### src/rtl/seq_trig_pkg.sv
package seq_trig_pkg;
   localparam int unsigned BIT_START = 5;
   localparam int unsigned BIT_IEN   = 3;
   localparam int unsigned BIT_MODE  = 2;
   localparam int unsigned BIT_PWMEN = 0;
   localparam int unsigned MIN_W     = 6;

   typedef struct packed {
      logic ien;
      logic alt_mode;
      logic pwm_en;
   } ctrl_t;
endpackage

### src/rtl/seq_trig_ctrl_regs.sv
module seq_trig_ctrl_regs
   import seq_trig_pkg::*;
#(
   parameter int unsigned DATA_W = 8
) (
   input  logic              clk,
   input  logic              rst_n,
   input  logic              wr_en_i,
   input  logic [DATA_W-1:0] wr_data_i,
   input  logic              pend_i,
   output ctrl_t             ctrl_o,
   output logic              sw_trig_o,
   output logic              sw_clr_o,
   output logic [DATA_W-1:0] rd_data_o
);
   ctrl_t ctrl_q;

   always_ff @(posedge clk or negedge rst_n) begin
      if (!rst_n) begin
         ctrl_q <= '0;
      end else if (wr_en_i) begin
         ctrl_q.ien      <= wr_data_i[BIT_IEN];
         ctrl_q.alt_mode <= wr_data_i[BIT_MODE];
         ctrl_q.pwm_en   <= wr_data_i[BIT_PWMEN];
      end
   end

   assign sw_trig_o = wr_en_i &  wr_data_i[BIT_START];
   assign sw_clr_o  = wr_en_i & ~wr_data_i[BIT_START];
   assign ctrl_o    = ctrl_q;

   always_comb begin
      rd_data_o            = '0;
      rd_data_o[BIT_START] = pend_i;
      rd_data_o[BIT_IEN]   = ctrl_q.ien;
      rd_data_o[BIT_MODE]  = ctrl_q.alt_mode;
      rd_data_o[BIT_PWMEN] = ctrl_q.pwm_en;
   end
endmodule

### src/rtl/seq_trig_pwm_in.sv
module seq_trig_pwm_in #(
   parameter int unsigned SYNC_STAGES = 0
) (
   input  logic clk,
   input  logic rst_n,
   input  logic pwm_i,
   input  logic en_i,
   output logic trig_o
);
   generate
      if (SYNC_STAGES == 0) begin : g_direct
         assign trig_o = pwm_i & en_i;
      end else begin : g_sync
         localparam int unsigned CHAIN_W = SYNC_STAGES + 1;
         logic [CHAIN_W-1:0] chain_q;
         always_ff @(posedge clk or negedge rst_n) begin
            if (!rst_n) chain_q <= '0;
            else        chain_q <= {chain_q[CHAIN_W-2:0], pwm_i};
         end
         assign trig_o = en_i & chain_q[CHAIN_W-2] & ~chain_q[CHAIN_W-1];
      end
   endgenerate
endmodule

### src/rtl/seq_trig_launch.sv
module seq_trig_launch (
   input  logic clk,
   input  logic rst_n,
   input  logic trig_i,
   input  logic clr_i,
   input  logic busy_i,
   input  logic done_i,
   input  logic gnt_i,
   output logic req_o,
   output logic pend_o
);
   logic req_q, run_q, pend_q;
   logic pend_base, occupied, launch, pend_d;

   assign pend_base = clr_i ? 1'b0 : pend_q;
   assign occupied  = req_q | run_q | busy_i;
   assign launch    = ~occupied & (pend_base | trig_i);
   assign pend_d    = launch ? (pend_base & trig_i) : (pend_base | trig_i);

   always_ff @(posedge clk or negedge rst_n) begin
      if (!rst_n) begin
         req_q  <= 1'b0;
         run_q  <= 1'b0;
         pend_q <= 1'b0;
      end else begin
         pend_q <= pend_d;
         if (launch)              req_q <= 1'b1;
         else if (req_q && gnt_i) req_q <= 1'b0;
         if (req_q && gnt_i)      run_q <= 1'b1;
         else if (done_i)         run_q <= 1'b0;
      end
   end

   assign req_o  = req_q;
   assign pend_o = pend_q;
endmodule

### src/rtl/seq_trig_irq.sv
module seq_trig_irq (
   input  logic clk,
   input  logic rst_n,
   input  logic done_i,
   input  logic alt_mode_i,
   input  logic ien_i,
   input  logic ack_i,
   output logic irq_o
);
   logic tog_q, flag_q, set_flag;

   assign set_flag = done_i & (~alt_mode_i | tog_q);

   always_ff @(posedge clk or negedge rst_n) begin
      if (!rst_n) begin
         tog_q  <= 1'b0;
         flag_q <= 1'b0;
      end else begin
         if (done_i)        tog_q  <= ~tog_q;
         if (set_flag)      flag_q <= 1'b1;
         else if (ack_i)    flag_q <= 1'b0;
      end
   end

   assign irq_o = flag_q & ien_i;
endmodule

### src/rtl/seq_trig_irq_ctrl.sv
module seq_trig_irq_ctrl
   import seq_trig_pkg::*;
#(
   parameter int unsigned DATA_W      = 8,
   parameter int unsigned SYNC_STAGES = 0
) (
   input  logic              clk,
   input  logic              rst_n,
   input  logic              reg_wr_en,
   input  logic [DATA_W-1:0] reg_wr_data,
   output logic [DATA_W-1:0] reg_rd_data,
   input  logic              pwm_trig,
   input  logic              seq_busy,
   input  logic              seq_done,
   output logic              start_req,
   input  logic              start_gnt,
   input  logic              irq_ack,
   output logic              irq_req
);
   generate
      if (DATA_W < MIN_W) begin : g_bad_width
         $error("seq_trig_irq_ctrl: DATA_W must be at least 6");
      end
      if (SYNC_STAGES == 1) begin : g_bad_sync
         $error("seq_trig_irq_ctrl: SYNC_STAGES must be 0 or at least 2");
      end
   endgenerate

   ctrl_t ctrl;
   logic  sw_trig, sw_clr, pwm_hit, pend;

   seq_trig_ctrl_regs #(.DATA_W(DATA_W)) u_regs (
      .clk(clk), .rst_n(rst_n), .wr_en_i(reg_wr_en), .wr_data_i(reg_wr_data),
      .pend_i(pend), .ctrl_o(ctrl), .sw_trig_o(sw_trig), .sw_clr_o(sw_clr),
      .rd_data_o(reg_rd_data)
   );

   seq_trig_pwm_in #(.SYNC_STAGES(SYNC_STAGES)) u_pwm (
      .clk(clk), .rst_n(rst_n), .pwm_i(pwm_trig), .en_i(ctrl.pwm_en),
      .trig_o(pwm_hit)
   );

   seq_trig_launch u_launch (
      .clk(clk), .rst_n(rst_n), .trig_i(sw_trig | pwm_hit), .clr_i(sw_clr),
      .busy_i(seq_busy), .done_i(seq_done), .gnt_i(start_gnt),
      .req_o(start_req), .pend_o(pend)
   );

   seq_trig_irq u_irq (
      .clk(clk), .rst_n(rst_n), .done_i(seq_done), .alt_mode_i(ctrl.alt_mode),
      .ien_i(ctrl.ien), .ack_i(irq_ack), .irq_o(irq_req)
   );
endmodule

### config.mk
export PLATFORM = sky130hd
export DESIGN_NAME = seq_trig_irq_ctrl
export DESIGN_NICKNAME = d
export VERILOG_FILES = /design/src/rtl/seq_trig_pkg.sv /design/src/rtl/seq_trig_ctrl_regs.sv /design/src/rtl/seq_trig_pwm_in.sv /design/src/rtl/seq_trig_launch.sv /design/src/rtl/seq_trig_irq.sv /design/src/rtl/seq_trig_irq_ctrl.sv
export SDC_FILE = /design/constraint.sdc
export NUM_CORES = 1
export LEC_CHECK = 0
export CORE_MARGIN = 4
export CORE_UTILIZATION = 28
export CTS_CLUSTER_DIAMETER = 60
export CTS_CLUSTER_SIZE = 25
export DETAILED_ROUTE_END_ITERATION = 6
export PLACE_DENSITY = 0.6
export RECOVER_POWER = 50
export SETUP_SLACK_MARGIN = 0.15
export SLEW_MARGIN = 15
export SYNTH_ARGS = -nofsm -noshare
export SYNTH_HDL_FRONTEND = slang
export SYNTH_SLANG_ARGS = --single-unit
### constraint.sdc
create_clock -name clk -period 1.35 [get_ports clk]
set_input_delay 0.3375 -clock clk [delete_from_list [all_inputs] [get_ports clk]]
set_output_delay 0.3375 -clock clk [all_outputs]
set_load 0.005 [all_outputs]
Word-level counts from Yosys, hierarchy flattened
Cells that the tools add are included.
{"block": "word_totals", "register_bits": 8, "inputBits": 16, "output_inout_bits": 10, "elab_cells": 36}
{"block": "classes", "mux": 8, "bitwise": 16, "n_reduce_logical": 4}
{"operator": "$mux W1", "count": 8}
{"operator": "$and A1 B1 Y1", "count": 7}
{"operator": "$reduce_bool A2 Y1", "count": 3}
{"operator": "$or A1 B1 Y1", "count": 5}
{"operator": "$not A1 Y1", "count": 4}
{"operator": "$logic_and A1 B1 Y1", "count": 1}

Logic depth before layout (Yosys ltp)
Gate-level depths: netlist of the first run.
{"block": "depth", "ltp_word": 6, "depth_mapped": 3, "mapped_depth_nobuf": 3}

By module
From an unflattened synthesis of the first run, not the netlist that was laid out.
{"block": "unflattened", "hier_cells": 38, "area_unflattened_um2": 411.6}
{"mod": "seq_trig_ctrl_regs", "n_inst": 1, "cells_each": 17, "area_each_um2": 185.2, "seq_area_each_um2": 75.1}
{"mod": "seq_trig_launch", "n_inst": 1, "cells_each": 12, "area_each_um2": 130.1, "seq_area_each_um2": 75.1}
{"mod": "seq_trig_irq", "n_inst": 1, "cells_each": 7, "area_each_um2": 83.8, "seq_area_each_um2": 50.0}
{"mod": "seq_trig_irq_ctrl", "n_inst": 1, "cells_each": 1, "area_each_um2": 6.3, "seq_area_each_um2": 0.0}
{"mod": "seq_trig_pwm_in", "n_inst": 1, "cells_each": 1, "area_each_um2": 6.3, "seq_area_each_um2": 0.0}

Worst setup path after synthesis of the first run
Ideal clock, no wire load.
{"block": "synth_path", "path_kind": "reg-to-reg", "from": "register u_launch.req_q (netlist: u_launch.req_o)", "to": "register u_launch.pend_q (netlist: u_launch.pend_o)", "setup_ns": 0.122, "arrival_time_ns": 0.994, "required_ns": 1.228, "slack_ns": 0.234, "stages_incl_launch_ff": 4, "n_path_buf": 0, "period_less_slack_ns": 1.116, "path_cell_list": "dfrtp_1 > or3_4 > a31oi_1 > nor3_1"}
{"block": "synth_via", "elab_chain_len": 5}
{"element": "start, declared", "line": "seq_trig_launch.sv:12", "text": "logic req_q, run_q, pend_q;"}
{"element": "start signal, assigned", "line": "seq_trig_launch.sv:22", "text": "req_q <= 1'b0;"}
{"element": "start signal, assigned", "line": "seq_trig_launch.sv:27", "text": "if (launch) req_q <= 1'b1;"}
{"element": "start signal, assigned", "line": "seq_trig_launch.sv:28", "text": "else if (req_q && gnt_i) req_q <= 1'b0;"}
{"element": "$or A1 B1 Y1 (2 in a row)", "line": "seq_trig_launch.sv:16", "text": "assign occupied = req_q | run_q | busy_i;"}
{"element": "$not A1 Y1", "line": "seq_trig_launch.sv:17", "text": "assign launch = ~occupied & (pend_base | trig_i);"}
{"element": "$and A1 B1 Y1", "line": "seq_trig_launch.sv:17"}
{"element": "$mux W1", "line": "seq_trig_launch.sv:18", "text": "assign pend_d = launch ? (pend_base & trig_i) : (pend_base | trig_i);"}
{"element": "via u_launch.pend_d", "line": "seq_trig_launch.sv:13", "text": "logic pend_base, occupied, launch, pend_d;"}
{"element": "end signal, assigned", "line": "seq_trig_launch.sv:26", "text": "pend_q <= pend_d;"}
{"element": "end, declared", "line": "seq_trig_launch.sv:12"}
The timed path passes the listed nets, and every way through them passes these cells.
A chain may end at the register's enable or synchronous reset.

Worst setup path after layout of the first run
{"block": "layout_path", "from": "register u_regs.ctrl_q (netlist bit u_regs.ctrl_o[2])", "to": "output irq_req"}
{"block": "layout_via", "elab_chain_len": 1}
{"element": "start, declared", "line": "seq_trig_ctrl_regs.sv:16", "text": "ctrl_t ctrl_q;"}
{"element": "$and A1 B1 Y1", "line": "seq_trig_irq.sv:25", "text": "assign irq_o = flag_q & ien_i;"}
{"element": "end, declared", "line": "seq_trig_irq_ctrl.sv:18", "text": "output logic irq_req"}
No other way between the ends.

==> key figures, run 1 <==
Detailed routing
  – Drt pass-1 iters: 4
  – Detailed Route Iter0 Violations: 5
  – Drt total wl: roughly 840 µm
  – Antenna Nets Post-Route: 0
  – Vias/cell: about 4.4
  – Vias: roughly 330
  – Remaining DRCs: 0
  – Routed length per instance: 11.0 µm

Worst setup path
  – Worst R2R Start: u_launch.req_o
  – Crit-path cells: and2_1, buf_2
  – Reg2reg end: u_launch.pend_o
  – Crit-path slowest cell: dfrtp_1
  – CP endpoint kind: output port
  – Critical path peak fanout: 3
  – Cell depth of the worst setup path: 2
  – CP peak stage delay: between 0.3 and 0.4 ns
  – Startpoint Class: register
  – CP arrival: between 0.8 and 0.9 ns
  – Worst Path Required: just over 1 ns
  – Worst setup path category: register to output port
  – FF-to-FF setup slack: 0.17 ns
  – CP bufs+invs: 1
  – Worst r2r path cells: 4
  – Delay-heaviest family, CP: flip-flops

Clock network
  – Number of CTS-inserted buffers: 3
  – CTS Root Cell: clkbuf_4
  – TritonCTS clock tree: yes
  – CTS Buffer Depth: 2
  – Reg clk slew, reported paths: about 0.060 ns
  – Worst-skew pair later-pin latency: 0.25 ns
  – H-tree depth: 1
  – Post-CTS Hold Buffers: 0
  – Clk sinks: 8

Timing
  – Clk_skew: between 0.002 and 0.0025 ns
  – Final Max Slew Viols: 0
  – RSZ-0062 raised after global routing: yes
  – Hold Slack: between 0.4 and 0.5 ns
  – Post-layout min period: about 1.2 ns
  – Final worst path period share: 0.904
  – Fmax: 819 MHz
  – Final hold vios: 0
  – Final Setup Violations: 0

Placed design
  – DP Area: 557 µm²
  – IO buf count: 17
  – Routability cong.: around 0.65
  – Final HPWL from detailed placement: ~660 µm

Pwr
  – Max rail drop VDD: about 0.55 mV
  – Pwr Density: roughly 1200 mW/mm²
  – P_leak: approximately 0.28 nW
  – Total power: slightly above 0.7 mW

Floorplan
  – Row count: 13
  – Core ar.: 0.00133 mm²
  – Top-level port count: 26
  – Die span in x: 46.2 µm
  – Die Area: about 0.0021 mm²
  – Initial core utilization: 0.307
  – DIE HEIGHT: ~46 µm

Logic synthesis
  – Synth Area per Inst: around 10 µm²
  – Area share of the largest cell type after synthesis: 0.489
  – Area contributors post-synth: dfrtp_1 49%, buf_4 15%, mux2_2 5.5%
  – Post-synth top area cell: dfrtp_1
  – Distinct cell type count of the synthesized netlist: 20
  – Cells after synthesis: a little over 40
  – Register area share after synthesis: 0.489
  – Register bit total from synthesis: 8
  – Syn. warnings: 0
  – Mapped Area: between 400 and 500 µm²

Final layout
  – N_diodes: 0
  – Fillers: approximately 150
  – Commonest non-fill, non-tap cell in the layout: dfrtp_1
  – Final instance area: between 500 and 600 µm²
  – Final #Nets: ~80
  – Synthesis-to-layout area growth: 42.2%
  – Most frequent cells in the layout: 8 x dfrtp_1, 7 x clkdlybuf4s50_1, 5 x clkbuf_2, 5 x buf_4
  – Share of layout cells above drive strength 1: 0.295

Outcome
  – Outcome: finished, final reports clean

Min path
  – Worst hold path type: input pin to asynchronous set/reset pin

Global route
  – First-pass GRT wire length: about 1.3 mm
  – Largest net degree at the start of global routing: 9
  – Vias in the first global route: approximately 320
  – Total grt overflow: 0
  – Initial antenna violation count: 0
  – Global Route Usage Sum: 0.0918

Job
  – MaxCap Viol Count: 0
Yosys cell counts:
cell / number
or3_4: 1
nor3_1: 1
a31oi_1: 1
or2_0: 1
o21ai_1: 1
inv_1: 4
o22ai_1: 1
and2_1: 1
mux2_2: 2
a21oi_1: 1
o21ai_0: 3
nand2_1: 2
a22oi_1: 1
nor2_1: 1
nand2b_1: 1
dfrtp_1: 8
a21o_1: 1
buf_4: 8
xor2_1: 1
conb_1: 1
logic make-up (layout without fill, tap and decap cells):
kind of cell	after synthesis	count (layout)	share of synthesized area
other cells	1	4	0.00917
mux	2	2	0.0550
xor+xnor	1	1	0.0214
flops	8	8	0.489
compound gates	9	9	0.128
simple gates	8	8	0.113
buf+inv	12	29	0.183
stage by stage:
step / TNS, ns / util / setup WS [ns] / std cells
floorplan: 0 / - / 0.234 / 44
global placement: -0.411 / 0.417 / -0.138 / 69
detailed placement: -0.380 / 0.417 / -0.133 / 69
CTS: 0 / 0.446 / 0.101 / 75
global route: 0 / 0.436 / 0.0933 / 76
finish: 0 / 0.436 / 0.130 / 76
where the power goes:
part	leakage (nW)	switching [mW]	internal, mW
clock network	0.0138	0.0817	0.102
logic	0.173	0.0865	0.129
registers	0.0954	0.0302	0.295
total	0.282	0.198	0.526
worst max-delay path by stage:
stage | start | end | slack, ns
after floorplan | u_launch.req_o | u_launch.pend_o | 0.23
after global placement | reg_wr_en | u_launch.req_o | -0.14
after detailed placement | reg_wr_en | u_launch.req_o | -0.13
after CTS | u_launch.req_o | u_launch.pend_o | 0.10
after global routing | u_irq.flag_q | irq_req | 0.09
final | u_regs.ctrl_o[2] | irq_req | 0.13
metal layers:
layer / GRT usage / up-vias / routed length [µm]
met5: 0 / - / 0
met4: 0.0852 / 0 / 15
met3: 0.0234 / 2 / 62
met2: 0.121 / 13 / 426
met1: 0.118 / 152 / 332
li1: - / 164 / -
registers in the layout, summed over array words and instances (netlist names):
register	cells
u_regs.ctrl_o	3
u_irq.flag_q	1
u_irq.tog_q	1
u_launch.pend_o	1
u_launch.req_o	1
u_launch.run_q	1
final cells by class:
type / count / area (µm²) / area share
inverters: 4 / 15.0 / 0.0258
clock buffers: 3 / 22.5 / 0.0387
repair buffers: 22 / 176 / 0.303
multi-input cells: 24 / 149 / 0.256
flip-flops and latches: 8 / 200 / 0.344
well taps: 15 / 18.8 / 0.0323
timing repair:
item / CTS / global route
buffers inserted: 3 / 1
resized for setup: 14 / 7
pin swaps: 0 / 3
setup endpoints to repair: 7 / 7
(Power assumes the default switching activity.)
==> run 2: changes to the inputs <==
--- a/config.mk
+++ b/config.mk
@@ -5,6 +5,7 @@
 export SDC_FILE = /design/constraint.sdc
 export NUM_CORES = 1
 export LEC_CHECK = 0
+export CAP_MARGIN = 20
 export CORE_MARGIN = 4
 export CORE_UTILIZATION = 28
 export CTS_CLUSTER_DIAMETER = 60
==> results of run 2 <==
Final layout, timing and power as in run 1 (identical DEF).
==> run 3: changes to the inputs <==
--- a/config.mk
+++ b/config.mk
@@ -6,12 +6,12 @@
 export NUM_CORES = 1
 export LEC_CHECK = 0
 export CAP_MARGIN = 20
-export CORE_MARGIN = 4
-export CORE_UTILIZATION = 28
+export CORE_AREA = 4 4 41 43
 export CTS_CLUSTER_DIAMETER = 60
 export CTS_CLUSTER_SIZE = 25
 export DETAILED_ROUTE_END_ITERATION = 6
-export PLACE_DENSITY = 0.6
+export DIE_AREA = 0 0 45 47
+export PLACE_DENSITY = 0.65
 export RECOVER_POWER = 50
 export SETUP_SLACK_MARGIN = 0.15
 export SLEW_MARGIN = 15
==> key figures, run 3 (synthesized netlist as in run 1, its figures left out) <==
Detailed routing
  – Remaining DRCs: 0 (unchanged)
  – Drt total wl: 825 µm (-1.4%)
  – Vias: 345 (+4.2%)
  – Antenna Nets Post-Route: 0 (unchanged)
  – Detailed Route Iter0 Violations: 5 (unchanged)
  – Drt pass-1 iters: 2 (-2)
  – Vias/cell: 4.42 (+1.6%)
  – Routed length per instance: 10.6 µm (-4.0%)

Worst setup path
  – Crit-path cells: and2_1, buf_2
  – CP endpoint kind: output port
  – Startpoint Class: register
  – Worst setup path category: register to output port
  – Delay-heaviest family, CP: flip-flops
  – Worst Path Required: 1.01 ns (about the same)
  – Critical path peak fanout: 3 (unchanged)
  – CP arrival: 0.88 ns (about the same)
  – CP bufs+invs: 1 (unchanged)
  – CP peak stage delay: 0.38 ns (about the same)
  – Crit-path slowest cell: dfrtp_1

Timing
  – Clk_skew: 0.00181 ns (-0.000559 ns)
  – RSZ-0062 raised after global routing: yes
  – Final Setup Violations: 0 (unchanged)
  – Final hold vios: 0 (unchanged)
  – Final worst path period share: 0.904 (about the same)
  – Setup TNS Final: 0 ns (unchanged)
  – Final Max Slew Viols: 0 (unchanged)
  – Fmax: 819 MHz (about the same)
  – Post-layout min period: 1.22 ns (+0.000664 ns)

Floorplan
  – Top-level port count: 26 (unchanged)
  – Die span in x: 45 µm (-2.7%)
  – Die Area: 0.00212 mm² (-1.0%)
  – Core ar.: 0.00130 mm² (-2.4%)
  – DIE HEIGHT: 47 µm (+1.7%)
  – Row count: 13 (unchanged)
  – Initial core utilization: 0.314 (+0.00767)

Pwr
  – Comb power frac: 0.313 (+0.015)
  – Clk pwr share: 0.237 (-0.016)
  – P_leak: 0.294 nW (+4.4%)
  – Switching power: 0.190 mW (-4.3%)
  – Reg power frac: 0.450 (about the same)
  – Pint: 0.538 mW (+2.3%)
  – Sw Ratio: 0.261 (-0.0130)
  – Total power: 0.728 mW (+0.48%)
  – Pwr Density: 1210 mW/mm² (-2.7%)
  – Max rail drop VDD: 0.509 mV (-8.3%)

Final layout
  – Synthesis-to-layout area growth: 46.8%
  – Max reg flops: 3 (unchanged)
  – Fillers: 147 (+0.68%)
  – Final instance area: 601 µm² (+3.2%)
  – Commonest non-fill, non-tap cell in the layout: dfrtp_1
  – Most frequent cells in the layout: 8 x dfrtp_1, 7 x clkdlybuf4s50_1, 5 x buf_4
  – Share of layout cells above drive strength 1: 0.286 (-0.00937)
  – N_diodes: 0 (unchanged)
  – Final #Nets: 81 (+2.5%)

Min path
  – Worst hold path type: input pin to asynchronous set/reset pin

Global route
  – Global Route Usage Sum: 0.0909 (-0.000871)
  – Met3 Use GR: 0.0575 (+0.0340)
  – Total grt overflow: 0 (unchanged)
  – Vias in the first global route: 317 (-0.31%)
  – Grt peak-use layer: met2
  – Met1 Usage GRT: 0.0981 (-0.0204)
  – Initial antenna violation count: 0 (unchanged)
  – First-pass GRT wire length: 1.30 mm (unchanged)
  – Largest net degree at the start of global routing: 9 (unchanged)
  – GRT met2 Usage: 0.144 (+0.0232)

Outcome
  – Outcome: finished, final reports clean

Placed design
  – Routability cong.: 0.628 (-3.4%)
  – DP Area: 564 µm² (+1.3%)
  – IO buf count: 17 (unchanged)
  – Final HPWL from detailed placement: 666 µm (+0.42%)

Clock network
  – Reg clk slew, reported paths: 0.05 ns (about the same)
  – TritonCTS clock tree: yes
  – Worst-skew pair later-pin latency: 0.25 ns (about the same)
  – CTS Root Cell: clkbuf_4
  – Number of CTS-inserted buffers: 3 (unchanged)
  – Post-CTS Hold Buffers: 0 (unchanged)
  – CTS Buffer Depth: 2 (unchanged)
  – H-tree depth: 1 (unchanged)
  – Clk sinks: 8 (unchanged)

Job
  – MaxCap Viol Count: 0 (unchanged)
## run 3: cell count changes in the layout (fill, tap and decap cells not counted)
cell,before,now
clkdlybuf4s15_1,0,1
dlygate4sd3_1,3,2
dlygate4sd2_1,1,2
buf_6,0,1
clkbuf_4,3,4
a21oi_2,1,0
clkbuf_2,5,4
a21oi_1,0,1
## run 3: worst reg2reg max path: stages (launching register included)
cell and delay [ns]:
dfrtp_1 0.38, buf_6 0.12, or3_4 0.35, a31oi_1 0.16, nor3_1 0.07
## run 3: worst paths after layout
kind                                  start  cells past startpoint  slack (ns)              end
min in group clk                u_irq.tog_q                      1        0.47      u_irq.tog_q
max in group asynchronous             rst_n                      1        0.64  u_launch.pend_o
min reg2reg                     u_irq.tog_q                      1        0.47      u_irq.tog_q
max reg2reg                  u_launch.req_o                      4        0.16  u_launch.pend_o
max                        u_regs.ctrl_o[2]                      2        0.13          irq_req
min                                   rst_n                      1        0.44   u_launch.run_q
## run 3: per-layer routing
layer  routed length, µm  share of wire
met5                   0              0
met4                   0              0
met3                  92           0.11
met2                 422           0.51
met1                 310           0.38
## run 3: power groups by stage
stage	logic, mW	clock network, mW	registers [mW]
CTS	0.241	0.186	0.326
global route	0.252	0.212	0.335
detailed placement	0.206	0	0.337
global placement	0.202	0	0.332
floorplan	0.114	0	0.330
finish	0.228	0.173	0.328
## run 3: repair_timing
| action | in CTS | in global routing |
|---|---|---|
| buffers inserted | 4 | 1 |
| gates resized for setup | 16 | 5 |
| pin swaps | 4 | 1 |
| setup endpoints to repair | 8 | 7 |
## run 3: area by class of cell
| cell class | count | area (µm²) | share of cell area |
|---|---|---|---|
| well taps | 15 | 18.8 | 0.0313 |
| repair buffers | 24 | 199 | 0.331 |
| multi-input cells | 24 | 145 | 0.242 |
| inverters | 4 | 15.0 | 0.0250 |
| flip-flops and latches | 8 | 200 | 0.333 |
| clock buffers | 3 | 22.5 | 0.0375 |
## run 3: per-stage QoR
stage,cells,hold WS (ns),utilization,worst slack (ns)
5_1_grt,78,0.444,0.462,0.0662
3_5_place_dp,70,0.460,0.434,-0.129
3_3_place_gp,70,0.453,0.434,-0.132
6_report,78,0.440,0.462,0.129
2_1_floorplan,44,0.0419,-,0.234
4_1_cts,77,0.371,0.470,0.0917
